**config.mk**
```make
export PLATFORM = sky130hd
export DESIGN_NAME = dbr_pc_seq
export DESIGN_NICKNAME = d
export VERILOG_FILES = /design/src/rtl/dbr_pkg.sv /design/src/rtl/dbr_cond_eval.sv /design/src/rtl/dbr_target_gen.sv /design/src/rtl/dbr_flag_reg.sv /design/src/rtl/dbr_pc_seq.sv
export SDC_FILE = /design/constraint.sdc
export NUM_CORES = 1
export LEC_CHECK = 0
export ABC_AREA = 1
export BUFFER_PORTS_ARGS = -buffer_cell sky130_fd_sc_hd__buf_4
export CELL_PAD_IN_SITES_DETAIL_PLACEMENT = 0
export CELL_PAD_IN_SITES_GLOBAL_PLACEMENT = 2
export CORE_UTILIZATION = 28
export DETAILED_ROUTE_END_ITERATION = 7
export HOLD_SLACK_MARGIN = 0.02
export PLACE_DENSITY_LB_ADDON = 0.1
export SETUP_SLACK_MARGIN = 0.2
export SKIP_LAST_GASP = 1
export SLEW_MARGIN = 20
export SYNTH_ARGS = -nofsm -noshare
export SYNTH_HDL_FRONTEND = slang
export SYNTH_SLANG_ARGS = --single-unit
```
**constraint.sdc**
```tcl
create_clock -name clk -period 2.3 [get_ports clk]
set_input_delay 0.115 -clock clk [delete_from_list [all_inputs] [get_ports clk]]
set_output_delay 0.115 -clock clk [all_outputs]
set_load 0.02 [all_outputs]
```
**src/rtl/dbr_pkg.sv**
```systemverilog
package dbr_pkg;

   typedef enum logic [1:0] {
      BK_NONE = 2'b00,
      BK_REL  = 2'b01,
      BK_REG  = 2'b10,
      BK_RSVD = 2'b11
   } br_kind_e;

   typedef enum logic [3:0] {
      CND_NEVER  = 4'd0,
      CND_SGT    = 4'd1,
      CND_SLE    = 4'd2,
      CND_SGE    = 4'd3,
      CND_SLT    = 4'd4,
      CND_UHI    = 4'd5,
      CND_ULS    = 4'd6,
      CND_CSET   = 4'd7,
      CND_CCLR   = 4'd8,
      CND_PLUS   = 4'd9,
      CND_MINUS  = 4'd10,
      CND_NZERO  = 4'd11,
      CND_ZERO   = 4'd12,
      CND_NOVF   = 4'd13,
      CND_OVF    = 4'd14,
      CND_ALWAYS = 4'd15
   } cond_e;

   typedef struct packed {
      logic n;
      logic z;
      logic v;
      logic c;
   } flags_t;

endpackage

```
**src/rtl/dbr_cond_eval.sv**
```systemverilog
module dbr_cond_eval
   import dbr_pkg::*;
(
   input  logic [3:0] code,
   input  flags_t     flags,
   output logic       hit
);

   logic sgn_lt;
   assign sgn_lt = flags.n ^ flags.v;

   // condition decode on the stored flags
   always_comb begin
      hit = 1'b0;
      case (cond_e'(code))
         CND_NEVER:  hit = 1'b0;
         CND_SGT:    hit = ~(flags.z | sgn_lt);
         CND_SLE:    hit = flags.z | sgn_lt;
         CND_SGE:    hit = ~sgn_lt;
         CND_SLT:    hit = sgn_lt;
         CND_UHI:    hit = ~(flags.c | flags.z);
         CND_ULS:    hit = flags.c | flags.z;
         CND_CSET:   hit = flags.c;
         CND_CCLR:   hit = ~flags.c;
         CND_PLUS:   hit = ~flags.n;
         CND_MINUS:  hit = flags.n;
         CND_NZERO:  hit = ~flags.z;
         CND_ZERO:   hit = flags.z;
         CND_NOVF:   hit = ~flags.v;
         CND_OVF:    hit = flags.v;
         CND_ALWAYS: hit = 1'b1;
      endcase
   end

endmodule

```
**src/rtl/dbr_target_gen.sv**
```systemverilog
module dbr_target_gen
   import dbr_pkg::*;
#(
   parameter int AW     = 32,
   parameter int DISP_W = 19
) (
   input  br_kind_e          kind,
   input  logic [AW-1:0]     base_pc,
   input  logic [DISP_W-1:0] disp,
   input  logic [AW-1:0]     reg_tgt,
   output logic              is_xfer,
   output logic [AW-1:0]     target
);

   localparam int EXT_W = AW - DISP_W;

   logic [AW-1:0] disp_ext;

   generate
      if (EXT_W == 0) begin : g_disp_full
         assign disp_ext = disp;
      end else begin : g_disp_sext
         // sign extension of the displacement
         assign disp_ext = {{EXT_W{disp[DISP_W-1]}}, disp};
      end
   endgenerate

   always_comb begin
      is_xfer = 1'b0;
      target  = base_pc + disp_ext;
      case (kind)
         BK_REL: begin
            is_xfer = 1'b1;
            target  = base_pc + disp_ext;
         end
         BK_REG: begin
            is_xfer = 1'b1;
            target  = reg_tgt;
         end
         default: is_xfer = 1'b0;
      endcase
   end

endmodule

```
**src/rtl/dbr_flag_reg.sv**
```systemverilog
module dbr_flag_reg
   import dbr_pkg::*;
(
   input  logic   clk,
   input  logic   rst_n,
   input  logic   we,
   input  flags_t d,
   output flags_t q
);

   // flags are written only on request
   always_ff @(posedge clk or negedge rst_n) begin
      if (!rst_n) begin
         q <= '0;
      end else if (we) begin
         q <= d;
      end
   end

endmodule

```
**src/rtl/dbr_pc_seq.sv**
```systemverilog
module dbr_pc_seq
   import dbr_pkg::*;
#(
   parameter int            AW       = 32,
   parameter int            IW       = 32,
   parameter int            DISP_W   = 19,
   parameter logic [AW-1:0] RESET_PC = '0
) (
   input  logic              clk,
   input  logic              rst_n,
   output logic              fetch_req,
   output logic [AW-1:0]     fetch_addr,
   input  logic [IW-1:0]     imem_rdata,
   output logic              dec_valid,
   output logic [AW-1:0]     dec_pc,
   output logic [IW-1:0]     dec_instr,
   input  logic [1:0]        br_kind,
   input  logic [3:0]        br_cond,
   input  logic [DISP_W-1:0] br_disp,
   input  logic [AW-1:0]     br_reg_tgt,
   input  logic              cc_we,
   input  logic [3:0]        cc_in,
   input  logic              mem_stall
);

   localparam logic [AW-1:0] PC_STEP = AW'(1);

   generate
      if (DISP_W > AW) begin : g_bad_disp
         $error("dbr_pc_seq: DISP_W must not exceed AW");
      end
      if (AW < 2) begin : g_bad_aw
         $error("dbr_pc_seq: AW must be at least 2");
      end
      if (IW < 1) begin : g_bad_iw
         $error("dbr_pc_seq: IW must be at least 1");
      end
   endgenerate

   logic          started_q;
   logic [AW-1:0] pc_q;
   logic [AW-1:0] dpc_q;
   logic [IW-1:0] dinstr_q;
   logic          dval_q;
   flags_t        cc_q;
   flags_t        cc_d;

   br_kind_e      kind;
   logic          cond_hit;
   logic          is_xfer;
   logic [AW-1:0] tgt;
   logic          advance;
   logic          redirect;
   logic [AW-1:0] pc_next;

   assign kind = br_kind_e'(br_kind);
   assign cc_d = flags_t'(cc_in);

   dbr_flag_reg u_flags (
      .clk   (clk),
      .rst_n (rst_n),
      .we    (cc_we),
      .d     (cc_d),
      .q     (cc_q)
   );

   dbr_cond_eval u_cond (
      .code  (br_cond),
      .flags (cc_q),
      .hit   (cond_hit)
   );

   dbr_target_gen #(
      .AW     (AW),
      .DISP_W (DISP_W)
   ) u_tgt (
      .kind    (kind),
      .base_pc (dpc_q),
      .disp    (br_disp),
      .reg_tgt (br_reg_tgt),
      .is_xfer (is_xfer),
      .target  (tgt)
   );

   // stall freezes everything; R4/R10: redirect only affects the next fetch
   assign advance  = started_q & ~mem_stall;
   assign redirect = dval_q & is_xfer & cond_hit;
   assign pc_next  = redirect ? tgt : (pc_q + PC_STEP);

   always_ff @(posedge clk or negedge rst_n) begin
      if (!rst_n) begin
         started_q <= 1'b0;
      end else begin
         started_q <= 1'b1;
      end
   end

   always_ff @(posedge clk or negedge rst_n) begin
      if (!rst_n) begin
         pc_q     <= RESET_PC;
         dpc_q    <= '0;
         dinstr_q <= '0;
         dval_q   <= 1'b0;
      end else if (advance) begin
         pc_q     <= pc_next;
         dpc_q    <= pc_q;
         dinstr_q <= imem_rdata;
         dval_q   <= 1'b1;
      end
   end

   assign fetch_req  = started_q;
   assign fetch_addr = pc_q;
   assign dec_valid  = dval_q;
   assign dec_pc     = dpc_q;
   assign dec_instr  = dinstr_q;

endmodule

```
==> results of run 1 <==
-- layout by cell type, fill, tap and decap left out, types with 17 or more instances in the layout --
cell type | Yosys | final
a21oi_1 | 70 | 52
buf_4 | 2 | 257
dfrtp_1 | 102 | 96
dlygate4sd3_1 | 0 | 45
ha_4 | 0 | 22
inv_1 | 131 | 130
nand2_1 | 465 | 426
nand2_2 | 1 | 34
nand3_1 | 64 | 56
nor2_1 | 152 | 133
o21ai_0 | 40 | 36
o21ai_1 | 16 | 17
xor2_1 | 25 | 24
-- stage by stage --
stage | power, mW | hold slack, ns | setup WS (ns)
after CTS | 9.03 | 0.139 | 0.167
after global placement | 7.27 | 0.0752 | 0.0528
after global routing | 10.2 | 0.155 | 0.131
after floorplan | 5.18 | -0.181 | 0.217
after detailed placement | 7.25 | 0.0826 | 0.0111
final | 9.49 | 0.134 | 0.273
-- cell families after synthesis --
logic type,count (synthesis),share of synthesized area
simple gates,723,0.384
buf+inv,169,0.0888
compound gates,135,0.0918
flops,102,0.336
xor+xnor,36,0.0415
fa+ha+maj,34,0.0569
other cells,1,0.000493
mux,1,0.00132
-- flip-flops by register name (all words and copies together) (netlist names) --
name        flops
u_flags.q       4
dec_instr      32
fetch_req       1
fetch_addr     32
dec_pc         32
dec_valid       1
-- layout make-up --
| class | instances | area share |
|---|---|---|
| inverters | 136 | 0.0458 |
| well taps | 335 | 0.0372 |
| flip-flops and latches | 102 | 0.227 |
| clock inverters | 7 | 0.00643 |
| multi-input cells | 930 | 0.447 |
| repair buffers | 305 | 0.216 |
| clock buffers | 9 | 0.0200 |
-- path summary, 6_finish.rpt --
check	start	to	slack, ns	depth (start not counted)
worst max-delay path	dec_pc[2]	fetch_addr[13]	0.27	11
worst min-delay path	br_reg_tgt[8]	fetch_addr[8]	0.13	5
worst max register to register	dec_pc[2]	fetch_addr[13]	0.27	11
worst min register to register	dec_instr[27]	dec_instr[27]	0.47	2
max in group asynchronous	rst_n	dec_pc[23]	1.27	3
min in group asynchronous	rst_n	u_flags.q[3]	0.23	2
-- repair_timing --
| item | in CTS | in global routing |
|---|---|---|
| hold endpoints to repair | 62 | 0 |
| buffers inserted | 1 | 10 |
| pin swaps | 3 | 30 |
| resized for setup | 25 | 125 |
| endpoints found under the setup margin | 23 | 31 |
| hold buffers | 45 | 0 |
-- worst max-delay path: stages (launching register included) --
cell and delay (ns):
dfrtp_1 0.44, ha_4 0.24, or2_4 0.24, and2_4 0.17, nand2_1 0.05, nand2_1 0.10
nand2_2 0.10, nand2_4 0.09, xnor2_2 0.21, nand2_1 0.08, nand2_1 0.11, a21oi_1 0.07
-- per-layer routing --
layer | routed length (µm) | up-vias
li1 | - | 4327
met4 | 300 | 0
met5 | 0 | -
met1 | 14900 | 3872
met2 | 14100 | 186
met3 | 1470 | 20
-- power breakdown --
part,switching (mW),total [mW],internal (mW)
Clock,0.742,1.59,0.847
Combinational,3.02,5.16,2.14
Sequential,0.574,2.74,2.17
==> impl_metrics.py, run 1 <==
metrics = {
    "final_layout": {
        "diodes": 0,
        "fillers": 2829,
        "drive_gt1_frac": 0.280,
        "final_cell_area_um2": 11300,
        "regArea_um2": 2560,
        "multi_input_area_um2": 5050,
        "area_growth_syn_to_layout_pct": 48.3,
        "nets": 1615,
        "layoutNonFillerInstCount": 1824,
        "final_core_util": 0.428,
    },
    "grt": {
        "grt_use_met2": 0.355,
        "grt_pass1_vias": 8207,
        "busiest_layer": "met2",
        "antenna_found_initial": 0,
        "gr-usage-met1": 0.305,
        "grt_pass1_wl_um": 46700,
        "overflow": 0,
        "grtUsageMet3": 0.0359,
        "grt_max_degree": 56,
        "grt_use_total": 0.219,
    },
    "logic_synthesis": {
        "netlist_area_um2": 7610,
        "async_reset_ff_frac": 1.00,
        "synth_seq_area_share": 0.336,
        "synth_area_leaders": "dfrtp_1 34%, nand2_1 23%, nor2_1 7.5%, inv_1 6.5%, ha_1 5.4%",
        "synth_cell_types": 37,
        "postSynthCellCount": 1201,
        "yosysMostFrequentCell": "nand2_1",
        "synth_top_cell_area_share": 0.336,
        "synth_ff_type": "dfrtp_1",
        "ys_ff_latch": 102,
        "ys_warn_count": 0,
        "synth_common_cells": "465 x nand2_1, 152 x nor2_1, 131 x inv_1",
        "syn_area_per_cell_um2": 6.33,
        "synth_largest_area_cell": "dfrtp_1",
        "synth_edf_count": 0,
        "syn-num-nets": 1332,
    },
    "pwr": {
        "p_leak_nw": 5.84,
        "peakVddDrop_mv": 0.357,
        "powerDensity_nw_per_um2": 842,
    },
    "clock_network": {
        "cts.sinks": 102,
        "cts_root_buf": "clkbuf_16",
        "clockBufferDepth": 2,
        "numCtsBuffers": 9,
        "insertion_delay_ns": 0.36,
        "cts_tree": "done",
        "clk_pin_slew_ns": 0.07,
        "cts.htree.levels": 3,
    },
    "route": {
        "num_vias": 8405,
        "drc_errors": 0,
        "antenna_left": 0,
        "drt-initial-drc-count": 456,
        "wl_um": 30700,
        "avgViaCountPerCell": 4.61,
        "wl_per_cell_um": 16.8,
        "firstDrtPassIters": 4,
    },
    "sta": {
        "setup_viol": 0,
        "worst_pin_slew_ns": 0.603,
        "post-route-period-util": 0.881,
        "hold_viol_final": 0,
        "drv_slew": 0,
        "finalCriticalPeriod_ns": 2.03,
        "clock.fmax_mhz": 493,
        "fin_skew_ns": 0.0116,
        "rsz0062_at_grt": "yes",
        "relSlewSlack": 0.598,
        "fin_tns_setup_ns": 0,
    },
    "floorplan": {
        "row_count": 59,
        "start_util": 0.289,
        "io_pins": 195,
        "fp.dieW_um": 167,
        "die_area_um2": 27800,
        "design.core.area_um2": 26400,
        "dieHeight_um": 167,
    },
    "placement": {
        "dpl.cell_count": 1752,
        "numPortBuffers": 194,
        "dpl-instance-area_um2": 9780,
        "gp_congestion": 0.837,
        "dp_hpwl_um": 23900,
    },
    "worst_setup_path": {
        "required_ns": 2.54,
        "crit_arrival_ns": 2.26,
        "crit_type": "reg -> reg",
        "worstPathMaxFanout": 3,
        "end_kind": "flip-flop",
        "start_kind": "flip-flop",
    },
    "status": {
        "status": "completed",
    },
    "hold_path": {
        "hold_path.class": "in -> reg",
    },
    "flow_run": {
        "maxCapViolCount": 0,
    },
}
Note: power is estimated with default switching activity, not from simulation.
==> run 2, diff against run 1 <==
Settings changed: REMOVE_ABC_BUFFERS set to 1.
==> impl_metrics.py, run 2 (synthesis gave the netlist of run 1 again) <==
metrics = {
    "route": {
        "met2_wirelength_um": 14400,
        "drc_errors": 0,
        "num_vias": 8467,
        "wl_per_cell_um": 17.5,
        "avgViaCountPerCell": 4.66,
        "firstDrtPassIters": 5,
        "top_layer": "met4",
        "met3_length_um": 1800,
        "wl_um": 31700,
        "drt-initial-drc-count": 372,
        "antenna_left": 0,
        "wl_met1_um": 15100,
    },
    "final_layout": {
        "final_core_util": 0.425,
        "drive_gt1_frac": 0.261,
        "layout_commonest_cell": "nand2_1",
        "diodes": 0,
        "area_growth_syn_to_layout_pct": 47.3,
        "nets": 1608,
        "most-common-layout-cells": "436 x nand2_1, 243 x buf_4, 136 x nor2_1",
    },
    "pwr": {
        "peakVddDrop_mv": 0.469,
        "p_total_mw": 9.48,
        "pwr-share-seq": 0.283,
        "powerDensity_nw_per_um2": 847,
        "p_leak_nw": 5.81,
        "p_int_mw": 5.05,
        "power.clock.fraction": 0.178,
        "switching_share": 0.468,
        "p_comb_frac": 0.538,
        "switchingPower_mw": 4.43,
    },
    "clock_network": {
        "clk_pin_slew_ns": 0.09,
        "cts_root_buf": "clkbuf_16",
        "cts.htree.levels": 3,
        "clockBufferDepth": 2,
        "cts_tree": "done",
        "cts.sinks": 102,
        "insertion_delay_ns": 0.37,
        "numCtsBuffers": 9,
    },
    "sta": {
        "whs_ns": 0.111,
        "rsz0062_at_grt": "yes",
        "drv_slew": 0,
        "hold_viol_final": 0,
        "fin_skew_ns": 0.0132,
        "clock.fmax_mhz": 493,
        "finalCriticalPeriod_ns": 2.03,
        "setup_viol": 0,
        "post-route-period-util": 0.881,
        "worst_slack_ns": 0.273,
        "worst_pin_slew_ns": 0.619,
        "relSlewSlack": 0.585,
        "fin_tns_setup_ns": 0,
    },
    "floorplan": {
        "dieHeight_um": 167,
        "start_util": 0.289,
        "io_pins": 195,
        "fp.dieW_um": 167,
        "row_count": 59,
        "die_area_um2": 27800,
        "design.core.area_um2": 26400,
    },
    "placement": {
        "gp_congestion": 0.850,
        "pre_cts_ws_ns": 0.0205,
        "dp_hpwl_um": 23900,
        "numPortBuffers": 194,
    },
    "worst_setup_path": {
        "required_ns": 2.56,
        "crit_arrival_ns": 2.29,
        "r2r_start": "dec_pc[0]",
        "start_kind": "flip-flop",
        "crit_type": "reg -> reg",
        "crit_path_start": "dec_pc[0]",
        "worstPathMaxFanout": 3,
        "end_kind": "flip-flop",
    },
    "grt": {
        "grt_max_degree": 80,
        "grt_pass1_wl_um": 48200,
        "grt_pass1_vias": 8434,
        "antenna_found_initial": 0,
        "grt_use_total": 0.226,
        "overflow": 0,
    },
    "hold_path": {
        "hold_path.class": "in -> reg",
        "hold_path_startpoint": "br_reg_tgt[5]",
    },
    "status": {
        "status": "completed",
    },
    "flow_run": {
        "maxCapViolCount": 0,
    },
}
-- run 2: cell count changes in the layout (fill, tap and decap cells not counted), moves of 6 or more --
| cell | delta |
|---|---|
| nand2_1 | +10 |
| nand2_2 | -7 |
| buf_4 | -14 |
| ha_2 | +6 |
-- run 2: area by class of cell --
type                            instances  area [µm²]
Clock buffer                            9         225
Clock inverter                          7        91.3
Fill cell                            2826       15200
Inverter                              136         513
Multi-Input combinational cell        931        4930
Sequential cell                       102        2550
Tap cell                              335         419
Timing Repair Buffer                  297        2460
-- run 2: final timing paths --
check | slack, ns | endpoint | cells past startpoint
setup / recovery | 0.27 | fetch_addr[22] | 14
hold / removal | 0.11 | fetch_addr[5] | 5
setup reg to reg | 0.27 | fetch_addr[22] | 14
hold reg to reg | 0.48 | dec_instr[12] | 2
max in group asynchronous | 1.37 | dec_pc[23] | 3
min in group asynchronous | 0.24 | u_flags.q[0] | 2
-- run 2: what timing repair did --
item                                    4_1_cts  5_1_grt
hold buffers                                 45        0
endpoints found under the hold margin        66        0
gates resized for setup                      17      101
setup buffers                                 3       15
pin swaps                                     2       19
endpoints found under the setup margin       19       29
cloned                                        0        3
-- run 2: routing by layer --
layer  GRT usage  vias to the layer above
li1            -                     4298
met1       0.308                     3933
met2       0.372                      212
met3      0.0442                       24
met4      0.0435                        0
met5           0                        -
-- run 2: stage by stage --
stage | cell area [µm²] | cells
floorplan | 7440 | 1168
global placement | 9700 | 1735
detailed placement | 9700 | 1735
CTS | 10600 | 1799
global route | 11200 | 1817
finish | 11200 | 1817
-- run 2: power groups by stage --
stage	combinational, mW	sequential (mW)	clock [mW]
final	5.11	2.69	1.69
after global routing	5.63	2.74	1.82
after floorplan	2.14	3.01	0
after CTS	4.66	2.66	1.75
after global placement	4.52	2.68	0
after detailed placement	4.48	2.68	0
-- run 2: critical path, cell delays in order (launching register included) --
cell     delay, ns
dfrtp_1       0.42
ha_4          0.19
fa_2          0.34
nand3_1       0.09
nand3_2       0.10
nand2_1       0.07
nand2_1       0.07
nand2_1       0.09
nand2_2       0.09
nand2_1       0.12
nand2_1       0.06
nand2_1       0.05
nand3_1       0.09
nand2_1       0.08
a21oi_1       0.06
